==> config.mk <==
export PLATFORM = sky130hd
export DESIGN_NAME = dual_uart_fifo
export DESIGN_NICKNAME = d
export VERILOG_FILES = /design/src/rtl/dfifo_pkg.sv /design/src/rtl/dfifo_buf.sv /design/src/rtl/dfifo_ctrl.sv /design/src/rtl/dfifo_rx_idle.sv /design/src/rtl/dual_uart_fifo.sv
export SDC_FILE = /design/constraint.sdc
export NUM_CORES = 2
export LEC_CHECK = 0
export BUFFER_PORTS_ARGS = -buffer_cell sky130_fd_sc_hd__buf_2
export CORE_MARGIN = 8
export CORE_UTILIZATION = 50
export CTS_BUF_LIST = sky130_fd_sc_hd__clkbuf_8
export DETAILED_ROUTE_END_ITERATION = 12
export PLACE_DENSITY_LB_ADDON = 0.1
export SKIP_LAST_GASP = 1
export SLEW_MARGIN = 0
export SYNTH_ARGS = -nofsm -noshare
export SYNTH_HDL_FRONTEND = slang
export SYNTH_SLANG_ARGS = --single-unit
==> constraint.sdc <==
create_clock -name clk -period 4.01 [get_ports clk]
set_input_delay 0.802 -clock clk [delete_from_list [all_inputs] [get_ports clk]]
set_output_delay 0.802 -clock clk [all_outputs]
set_load 0.005 [all_outputs]
==> src/rtl/dfifo_pkg.sv <==
package dfifo_pkg;
  localparam int REG_W = 16;
  localparam int ADR_W = 4;

  localparam logic [ADR_W-1:0] OFS_DATA = 4'd4;
  localparam logic [ADR_W-1:0] OFS_CTRL = 4'd12;
  localparam logic [ADR_W-1:0] OFS_FILL = 4'd14;

  // control word bit positions
  localparam int B_TX_ON   = 0;
  localparam int B_RX_ON   = 1;
  localparam int B_TX_FLSH = 2;
  localparam int B_RX_FLSH = 3;
  localparam int B_TX_IEN  = 9;
  localparam int B_TX_REQ  = 10;
  localparam int B_RX_IIEN = 11;

  typedef struct packed {
    logic tx_on;
    logic rx_on;
    logic tx_ien;
    logic rx_iien;
  } ctl_t;

  function automatic logic [REG_W-1:0] pack_fill(input logic [7:0] txf, input logic [7:0] rxf);
    return {rxf, txf};
  endfunction

  function automatic logic level_hit(input logic [7:0] fill, input logic [7:0] thr);
    return (thr != 8'd0) && (fill >= thr);
  endfunction
endpackage

==> src/rtl/dfifo_buf.sv <==
module dfifo_buf #(
  parameter int DEPTH = 128,
  parameter int W = 8,
  localparam int AW = $clog2(DEPTH),
  localparam int CW = $clog2(DEPTH + 1)
) (
  input  logic          clk,
  input  logic          rst_n,
  input  logic          flush,
  input  logic          push,
  input  logic [W-1:0]  din,
  input  logic          pop,
  output logic [W-1:0]  dout,
  output logic [CW-1:0] fill,
  output logic          full,
  output logic          empty
);
  logic [W-1:0]  store [DEPTH];
  logic [AW-1:0] rp, wp;
  logic          push_ok, pop_ok;

  function automatic logic [AW-1:0] adv(input logic [AW-1:0] p);
    return (p == AW'(DEPTH - 1)) ? '0 : p + AW'(1);
  endfunction

  assign full    = (fill == CW'(DEPTH));
  assign empty   = (fill == '0);
  assign push_ok = push && !full;
  assign pop_ok  = pop && !empty;
  assign dout    = store[rp];

  always_ff @(posedge clk) begin
    if (push_ok) store[wp] <= din;
  end

  always_ff @(posedge clk) begin
    if (!rst_n || flush) begin
      rp   <= '0;
      wp   <= '0;
      fill <= '0;
    end else begin
      if (push_ok) wp <= adv(wp);
      if (pop_ok)  rp <= adv(rp);
      fill <= fill + CW'(push_ok) - CW'(pop_ok);
    end
  end

  p_fill_bound_r3: assert property (@(posedge clk) disable iff (!rst_n)
    fill <= CW'(DEPTH));
  p_flush_empties_r6: assert property (@(posedge clk) disable iff (!rst_n)
    flush |=> (fill == '0));
  p_fill_step_r2: assert property (@(posedge clk) disable iff (!rst_n)
    !flush |=> (fill == $past(fill)) || (fill == $past(fill) + CW'(1)) || (fill == $past(fill) - CW'(1)));
endmodule

==> src/rtl/dfifo_ctrl.sv <==
module dfifo_ctrl
  import dfifo_pkg::*;
(
  input  logic             clk,
  input  logic             rst_n,
  input  logic             ctl_wr,
  input  logic             thr_wr,
  input  logic [REG_W-1:0] wdata,
  input  logic             tx_empty,
  output ctl_t             ctl,
  output logic             tx_req,
  output logic             tx_flush,
  output logic             rx_flush,
  output logic [7:0]       rx_thr,
  output logic             tx_irq,
  output logic [REG_W-1:0] ctl_word
);
  logic req_set, req_clr;

  assign req_set  = ctl.tx_ien && tx_empty;
  assign req_clr  = ctl_wr && !wdata[B_TX_REQ];
  assign tx_flush = ctl_wr && wdata[B_TX_FLSH];
  assign rx_flush = ctl_wr && wdata[B_RX_FLSH];
  assign tx_irq   = ctl.tx_ien && tx_req;

  always_ff @(posedge clk) begin
    if (!rst_n) begin
      ctl    <= '0;
      tx_req <= 1'b0;
      rx_thr <= '0;
    end else begin
      if (ctl_wr) begin
        ctl.tx_on   <= wdata[B_TX_ON];
        ctl.rx_on   <= wdata[B_RX_ON];
        ctl.tx_ien  <= wdata[B_TX_IEN];
        ctl.rx_iien <= wdata[B_RX_IIEN];
      end
      if (thr_wr) rx_thr <= wdata[15:8];
      if (req_set)      tx_req <= 1'b1;
      else if (req_clr) tx_req <= 1'b0;
    end
  end

  always_comb begin
    ctl_word = '0;
    ctl_word[B_TX_ON]   = ctl.tx_on;
    ctl_word[B_RX_ON]   = ctl.rx_on;
    ctl_word[B_TX_IEN]  = ctl.tx_ien;
    ctl_word[B_TX_REQ]  = tx_req;
    ctl_word[B_RX_IIEN] = ctl.rx_iien;
  end

  p_req_sets_r7: assert property (@(posedge clk) disable iff (!rst_n)
    (ctl.tx_ien && tx_empty) |=> tx_req);
  p_req_no_sw_set_r7: assert property (@(posedge clk) disable iff (!rst_n)
    (!tx_req && !req_set) |=> !tx_req);
  p_irq_gated_r8: assert property (@(posedge clk) disable iff (!rst_n)
    tx_irq |-> (ctl.tx_ien && tx_req));
endmodule

==> src/rtl/dfifo_rx_idle.sv <==
module dfifo_rx_idle #(
  parameter int IDLE_TICKS = 4,
  localparam int TW = $clog2(IDLE_TICKS + 1)
) (
  input  logic clk,
  input  logic rst_n,
  input  logic rx_push,
  input  logic rx_empty,
  input  logic flush,
  input  logic char_tick,
  input  logic iien,
  output logic idle_hit
);
  logic [TW-1:0] ticks;
  logic          restart, saturated;

  assign restart   = rx_push || rx_empty || flush;
  assign saturated = (ticks == TW'(IDLE_TICKS));
  assign idle_hit  = iien && !rx_empty && saturated;

  always_ff @(posedge clk) begin
    if (!rst_n || restart)           ticks <= '0;
    else if (char_tick && !saturated) ticks <= ticks + TW'(1);
  end

  p_ticks_bound_r11: assert property (@(posedge clk) disable iff (!rst_n)
    ticks <= TW'(IDLE_TICKS));
  p_push_restarts_r11: assert property (@(posedge clk) disable iff (!rst_n)
    rx_push |=> (ticks == '0));
endmodule

==> src/rtl/dual_uart_fifo.sv <==
module dual_uart_fifo
  import dfifo_pkg::*;
#(
  parameter int DEPTH = 128,
  parameter int DATA_W = 8,
  parameter int IDLE_TICKS = 4,
  localparam int CW = $clog2(DEPTH + 1)
) (
  input  logic              clk,
  input  logic              rst_n,
  input  logic              bus_wr,
  input  logic              bus_rd,
  input  logic [3:0]        bus_addr,
  input  logic [15:0]       bus_wdata,
  output logic [15:0]       bus_rdata,
  output logic              tx_valid,
  output logic [DATA_W-1:0] tx_data,
  input  logic              tx_ready,
  input  logic              rx_valid,
  input  logic [DATA_W-1:0] rx_data,
  output logic              rx_ready,
  input  logic              char_tick,
  output logic              tx_irq,
  output logic              rx_irq
);
  ctl_t              ctl;
  logic              tx_req, tx_flush, rx_flush;
  logic [7:0]        rx_thr;
  logic [REG_W-1:0]  ctl_word;
  logic [CW-1:0]     tx_fill, rx_fill;
  logic              tx_full, tx_empty, rx_full, rx_empty;
  logic [DATA_W-1:0] rx_head;
  logic              tx_push, tx_pop, rx_push, rx_pop, idle_hit;
  logic              wr_ctl, wr_thr, wr_dat, rd_dat;

  assign wr_ctl  = bus_wr && (bus_addr == OFS_CTRL);
  assign wr_thr  = bus_wr && (bus_addr == OFS_FILL);
  assign wr_dat  = bus_wr && (bus_addr == OFS_DATA);
  assign rd_dat  = bus_rd && (bus_addr == OFS_DATA);

  assign tx_push  = wr_dat && ctl.tx_on;
  assign tx_valid = ctl.tx_on && !tx_empty;
  assign tx_pop   = tx_valid && tx_ready;
  assign rx_ready = ctl.rx_on && !rx_full;
  assign rx_push  = rx_valid && rx_ready;
  assign rx_pop   = rd_dat;

  dfifo_ctrl u_ctrl (
    .clk(clk), .rst_n(rst_n), .ctl_wr(wr_ctl), .thr_wr(wr_thr), .wdata(bus_wdata),
    .tx_empty(tx_empty), .ctl(ctl), .tx_req(tx_req), .tx_flush(tx_flush),
    .rx_flush(rx_flush), .rx_thr(rx_thr), .tx_irq(tx_irq), .ctl_word(ctl_word)
  );

  dfifo_buf #(.DEPTH(DEPTH), .W(DATA_W)) u_txq (
    .clk(clk), .rst_n(rst_n), .flush(tx_flush), .push(tx_push),
    .din(bus_wdata[DATA_W-1:0]), .pop(tx_pop), .dout(tx_data),
    .fill(tx_fill), .full(tx_full), .empty(tx_empty)
  );

  dfifo_buf #(.DEPTH(DEPTH), .W(DATA_W)) u_rxq (
    .clk(clk), .rst_n(rst_n), .flush(rx_flush), .push(rx_push),
    .din(rx_data), .pop(rx_pop), .dout(rx_head),
    .fill(rx_fill), .full(rx_full), .empty(rx_empty)
  );

  dfifo_rx_idle #(.IDLE_TICKS(IDLE_TICKS)) u_idle (
    .clk(clk), .rst_n(rst_n), .rx_push(rx_push), .rx_empty(rx_empty),
    .flush(rx_flush), .char_tick(char_tick), .iien(ctl.rx_iien), .idle_hit(idle_hit)
  );

  assign rx_irq = level_hit(8'(rx_fill), rx_thr) || idle_hit;

  always_comb begin
    unique case (bus_addr)
      OFS_DATA: bus_rdata = rx_empty ? '0 : REG_W'(rx_head);
      OFS_CTRL: bus_rdata = ctl_word;
      OFS_FILL: bus_rdata = pack_fill(8'(tx_fill), 8'(rx_fill));
      default:  bus_rdata = '0;
    endcase
  end

  p_txfull_drops_r3: assert property (@(posedge clk) disable iff (!rst_n)
    (tx_full && !tx_pop && !tx_flush) |=> tx_full);
  p_tx_off_quiet_r5: assert property (@(posedge clk) disable iff (!rst_n)
    !ctl.tx_on |-> !tx_valid);
  p_rx_pop_empty_r9: assert property (@(posedge clk) disable iff (!rst_n)
    (rx_pop && rx_empty && !rx_push) |=> rx_empty);
  p_thr_irq_r10: assert property (@(posedge clk) disable iff (!rst_n)
    ((rx_thr != 8'd0) && (8'(rx_fill) >= rx_thr)) |-> rx_irq);
endmodule

### Word-level counts from Yosys, hierarchy flattened

Memories as Yosys holds them, arrays and structs flattened. A register that Yosys moved wholly into a read port is not among the register bits.
Cells that the tools add are included.

| storage, ports and cells | value |
|---|---|
| flip-flop bits (word level) | 60 |
| output and inout port bits | 28 |
| memories | 2 |
| input bits | 35 |
| RAM bits | 2048 |

Memory list:

| name | depth | width | rd ports | clocked after Yosys merged registers in | write ports | line | text |
|---|---|---|---|---|---|---|---|
| u_rxq.store | 128 | 8 | 1 | 1 | 1 | dfifo_buf.sv:18 | `logic [W-1:0] store [DEPTH];` |
| u_txq.store | 128 | 8 | 1 | 1 | 1 | dfifo_buf.sv:18 |  |

| operators by class | value |
|---|---|
| equality and inequality tests | 10 |
| add/subtract/negate cells | 9 |
| mux-type cells | 16 |
| order comparisons | 1 |
| reduce and logical (&&, ||, !) cells | 39 |

Operators by type and width:

| cell | count |
|---|---|
| $mux 7 | 8 |
| $pmux 16 s3 | 1 |
| $add 7x1->7 const B | 4 |
| $eq 7x7->1 const B | 4 |
| $logic_and 1x1->1 | 22 |
| $add 8x1->8 | 2 |
| $eq 8x8->1 const B | 2 |
| $logic_not 8->1 | 2 |
| $sub 8x1->8 | 2 |
| $eq 4x4->1 const B | 2 |
| $ge 8x8->1 | 1 |
| $mux 8 | 1 |
| $reduce_bool 8->1 | 1 |
| $logic_not 1->1 | 7 |
| $logic_or 1x1->1 | 6 |
| $mux 1 | 6 |
| $eq 4x3->1 const B | 1 |
| $add 3x1->3 const B | 1 |
| $eq 3x3->1 const B | 1 |
| $reduce_bool 2->1 | 1 |

### Longest topological paths before layout

| depth | value |
|---|---|
| depth in word-level cells | 7 |
| mapped depth | 18 |

### Hierarchy

Synthesis repeated with hierarchy kept, for this count alone.

| second synthesis, totals | value |
|---|---|
| cells, all modules | 4202 |
| area, all modules | 83377.5 sq um |

Modules (own cells, without submodules):

| module | cells each | area an instance (sq um) | times used | sequential area each (sq um) |
|---|---|---|---|---|
| dfifo_buf (u_rxq) | 2025 | 41015.6 | 1 | 31330.0 |
| dfifo_buf (u_txq) | 2026 | 41003.1 | 1 | 31330.0 |
| dfifo_ctrl | 64 | 641.9 | 1 | 260.2 |
| dual_uart_fifo | 70 | 540.5 | 1 | 0.0 |
| dfifo_rx_idle | 17 | 176.4 | 1 | 60.1 |

### Least setup slack after synthesis

Ideal clock, no wire load.

| timing path | value |
|---|---|
| kind | input port to flip-flop |
| start point | input bus_addr[1] |
| end point | register u_rxq.fill[6] |
| setup time | 0.128 ns |
| required time | 3.882 ns |
| stages | 17 |
| buffers on the path | 1 |
| setup slack | 0.307 ns |
| arrival | 3.576 ns |
| cell sequence | buf_2 > or4b_1 > a21oi_2 > nand2_1 > inv_1 > ha_1 > inv_1 > ha_1 > inv_1 > fa_1 > nand2b_1 > a21oi_1 > o21ai_0 > a21oi_1 > nor2_1 > xor2_1 > nor2_1 |

| on the way | value |
|---|---|
| cells in the longest elaborated chain, start to end | 4 |
| elaborated cells on any way between the ends | 8 |
| those cells by class | 1 x add/sub; 2 x eq/ne; 5 x reduce/logical |

Ends and longest elaborated chain:

| what | line | text |
|---|---|---|
| start: declaration | dual_uart_fifo.sv:13 | `input logic [3:0] bus_addr,` |
| $eq 4x3->1 | dual_uart_fifo.sv:39 | `assign rd_dat = bus_rd && (bus_addr == OFS_DATA);` |
| $logic_and 1x1->1 | dual_uart_fifo.sv:39 |  |
| $logic_and 1x1->1 | dfifo_buf.sv:29 | `assign pop_ok = pop && !empty;` |
| named net u_rxq.pop_ok | dfifo_buf.sv:20 | `logic push_ok, pop_ok;` |
| $sub 8x1->8 | dfifo_buf.sv:44 | `fill <= fill + CW'(push_ok) - CW'(pop_ok);` |
| end signal: assignment | dfifo_buf.sv:44 |  |
| end: declaration | dfifo_buf.sv:14 | `output logic [CW-1:0] fill,` |

The timed path passes the listed nets, and every way through them passes these cells.
A chain may end at the register's enable or synchronous reset.

==> impl_metrics.py <==
metrics = {
    "floorplanning": {
        "fp.coreArea_um2": 165000,
        "start_util_pct": 50.3,
        "io_pins": 63,
        "fp.dieArea_um2": 179000,
        "num_rows": 149,
        "fp.dieW_um": 423,
        "die_h_um": 423,
    },
    "worst_setup_path": {
        "endpoint_kind": "primary output",
        "crit_type": "flop to primary output",
        "path_cells": "buf_12 > buf_12 > buf_16 > buf_12 > buf_6 > mux4_2 > mux4_2 > a22oi_2 > nand4_1 > buf_6 > buf_6",
        "path_buf_inv": 7,
        "ff2ff_setup_slack_ns": 0.67,
        "reg2reg_to": "u_txq.fill[6]",
        "crit_slowest_cell": "mux4_2",
        "worst_ep_arrival_time_ns": 3.71,
        "cpPeakStageDelay_ns": 0.52,
        "start_kind": "flop",
        "cpLargestDelayFamily": "multiplexers",
        "cp.required_ns": 3.21,
        "worstReg2RegStart": "u_txq.fill[3]",
        "crit_fanout": 6,
        "rr_worst_depth": 17,
    },
    "timing": {
        "relSlewSlack_pct": 20.8,
        "worst_pin_slew_ns": 1.19,
        "setup_viol": 16,
        "fin_crit_sh_pct": 112,
        "rsz0062_at_grt": "true",
        "timing.final.crit_period_ns": 4.51,
        "slew_viol_final": 0,
        "hold_viol": 0,
        "final.setup.worst_slack_ns": -0.500,
        "skew_ns": 0.0693,
        "max_freq_mhz": 222,
    },
    "placement": {
        "port_buffers": 62,
        "place_congestion": 0.853,
        "dp_cells": 6377,
        "dp_hpwl_um": 121000,
    },
    "pwr": {
        "cellPowerDensity_nw_per_um2": 443,
        "p_total_mw": 43.2,
        "leakagePower_nw": 30.9,
        "irDropWorstVdd_mv": 0.353,
    },
    "layout": {
        "fin_nets": 4730,
        "fillers": 12029,
        "layout_common_cells": "2048 x edfxtp_1, 582 x mux4_2, 428 x buf_4, 374 x clkbuf_8, 333 x nor2_1",
        "mostFrequentLayoutCell": "edfxtp_1",
        "drive_above_1_share_pct": 35.0,
        "fin_cells": 7108,
        "final_core_util_pct": 59.2,
        "syn_to_final_growth_pct": 17.7,
    },
    "grt": {
        "track_usage_pct": 22.1,
        "grt_pass1_wl_um": 292000,
        "antenna_found_initial": 4,
        "grt_overflow_total": 0,
        "grt_pass1_vias": 42661,
        "grt_max_degree": 114,
    },
    "clocking": {
        "cts_root_buf": "clkbuf_8",
        "clock-sinks": 2122,
        "htreeDepth": 5,
        "clk_pin_slew_ns": 0.06,
        "cts_tree": "yes",
        "clockBufferDepth": 4,
        "insertion_delay_ns": 1.02,
        "cts_buffers": 362,
    },
    "synth": {
        "seq_area_frac_synth_pct": 76.1,
        "synth-seq-cells": 2122,
        "syn_avg_cell_area_um2": 21.2,
        "yosysUniqueCellTypes": 60,
        "synth_edf_count": 2048,
        "async_flop_share_pct": 0,
        "synth_area_um2": 82700,
        "synth_fp_nets": 3972,
        "ys.warnings.count": 0,
        "synth_flop_cell": "edfxtp_1",
        "netlist_instances": 3897,
    },
    "min_path": {
        "worstHoldStart": "char_tick",
        "hold_class": "input pin to flop",
        "hold_path_depth": 3,
        "hold_path_end": "u_idle.ticks[2]",
    },
    "drt": {
        "antenna_left": 0,
        "wirelength_um": 200000,
        "first_pass_iters": 5,
        "drt-initial-drc-count": 3584,
        "via_per_inst": 5.78,
        "wire_per_inst_um": 28.1,
        "drc": 0,
        "via_count": 41101,
    },
    "outcome": {
        "violations": "negative setup slack",
        "status": "finished with violations",
    },
    "job": {
        "drv_cap": 0,
    },
}
how the worst max path moves through the flow:
| stage | startpoint | end | slack [ns] | depth (start not counted) |
|---|---|---|---|---|
| 2_1_floorplan | bus_addr[1] | u_rxq.fill[6] | 0.31 | 17 |
| 3_3_place_gp | flop | bus_rdata[3] | 0.17 | 8 |
| 3_5_place_dp | flop | bus_rdata[3] | 0.19 | 8 |
| 4_1_cts | flop | bus_rdata[3] | -0.63 | 9 |
| 5_1_grt | flop | bus_rdata[1] | -0.65 | 10 |
| 6_report | flop | tx_data[0] | -0.50 | 11 |
cell families after synthesis:
kind of cell | Yosys count | share of synthesized area, %
xor gates and xnor gates | 30 | 0.318
AOI/OAI and AO/OA | 216 | 1.83
DFF | 2122 | 76.1
buffers and inverters | 242 | 1.34
adders and majority gates | 40 | 0.623
and+or+nand+nor | 609 | 3.22
muxes | 638 | 16.5
cell usage after synthesis (15+ instances only):
cell type	instances	area (µm²)
nand4_1	19	119
nand2_1	113	424
ha_1	38	475
buf_2	78	390
nor3_1	15	75.1
a22oi_1	97	728
clkbuf_1	85	319
xor2_1	19	166
nor2b_1	22	138
dfxtp_1	74	1480
mux2i_1	48	480
inv_1	37	139
edfxtp_1	2048	61500
a21oi_1	47	235
mux4_2	582	13100
nand3_1	43	215
nor2_1	336	1260
buf_1	22	82.6
what timing repair did:
| item | in CTS | in global routing |
|---|---|---|
| cloned | 22 | 4 |
| setup buffers | 33 | 38 |
| resized for setup | 136 | 76 |
| hold buffers | 8 | 0 |
| pin swaps | 29 | 39 |
| hold endpoints to repair | 10 | 0 |
| setup endpoints to repair | 16 | 16 |
sequential cells by signal, indices dropped and copies added, names as in the netlist, named ones only:
register,cells
u_rxq.store,1024
u_txq.store,1024
u_ctrl.rx_thr,8
u_rxq.fill,8
u_txq.fill,8
u_rxq.rp,7
u_rxq.wp,7
u_txq.rp,7
u_txq.wp,7
u_ctrl.ctl,4
u_idle.ticks,3
u_ctrl.tx_req,1
cell type report:
cell class | instances | area (µm²) | share of cell area [%]
clock buffers | 374 | 5150 | 5.28
flip-flops and latches | 2122 | 63000 | 64.7
well taps | 2189 | 2740 | 2.81
diodes | 4 | 10.0 | 0.0103
multi-input cells | 1533 | 19200 | 19.7
clock inverters | 250 | 1170 | 1.20
inverters | 38 | 143 | 0.146
repair buffers | 598 | 5990 | 6.15
tightest hold or removal path: stages:
cell and delay [ns]:
buf_2 0.09, a21oi_1 0.06, nor3_1 0.11
layer usage:
metal / up-vias / GRT usage, % / routed length (µm)
li1: 17758 / - / -
met1: 21701 / 29.4 / 81200
met2: 1271 / 37.3 / 101000
met3: 371 / 3.72 / 10200
met4: 0 / 7.65 / 7060
met5: - / 0 / 0
power breakdown:
part,leakage (nW),internal [mW],total (mW),switching [mW]
combinational,8.25,0.575,1.43,0.851
clock,3.65,8.97,17.3,8.37
sequential,19.0,24.3,24.4,0.0475
total,30.9,33.9,43.2,9.27
stage by stage:
step | TNS (ns) | setup WS [ns] | hold slack (ns) | area (µm²)
after CTS | -9.41 | -0.627 | 0.00865 | 96700
after global placement | 0 | 0.166 | 0.462 | 88700
after global routing | -9.66 | -0.650 | 0.0737 | 97400
after floorplan | 0 | 0.307 | 0.441 | 82700
after detailed placement | 0 | 0.188 | 0.481 | 88700
final | -7.27 | -0.500 | 0.124 | 97400
Power figures use the tool's default switching activity.
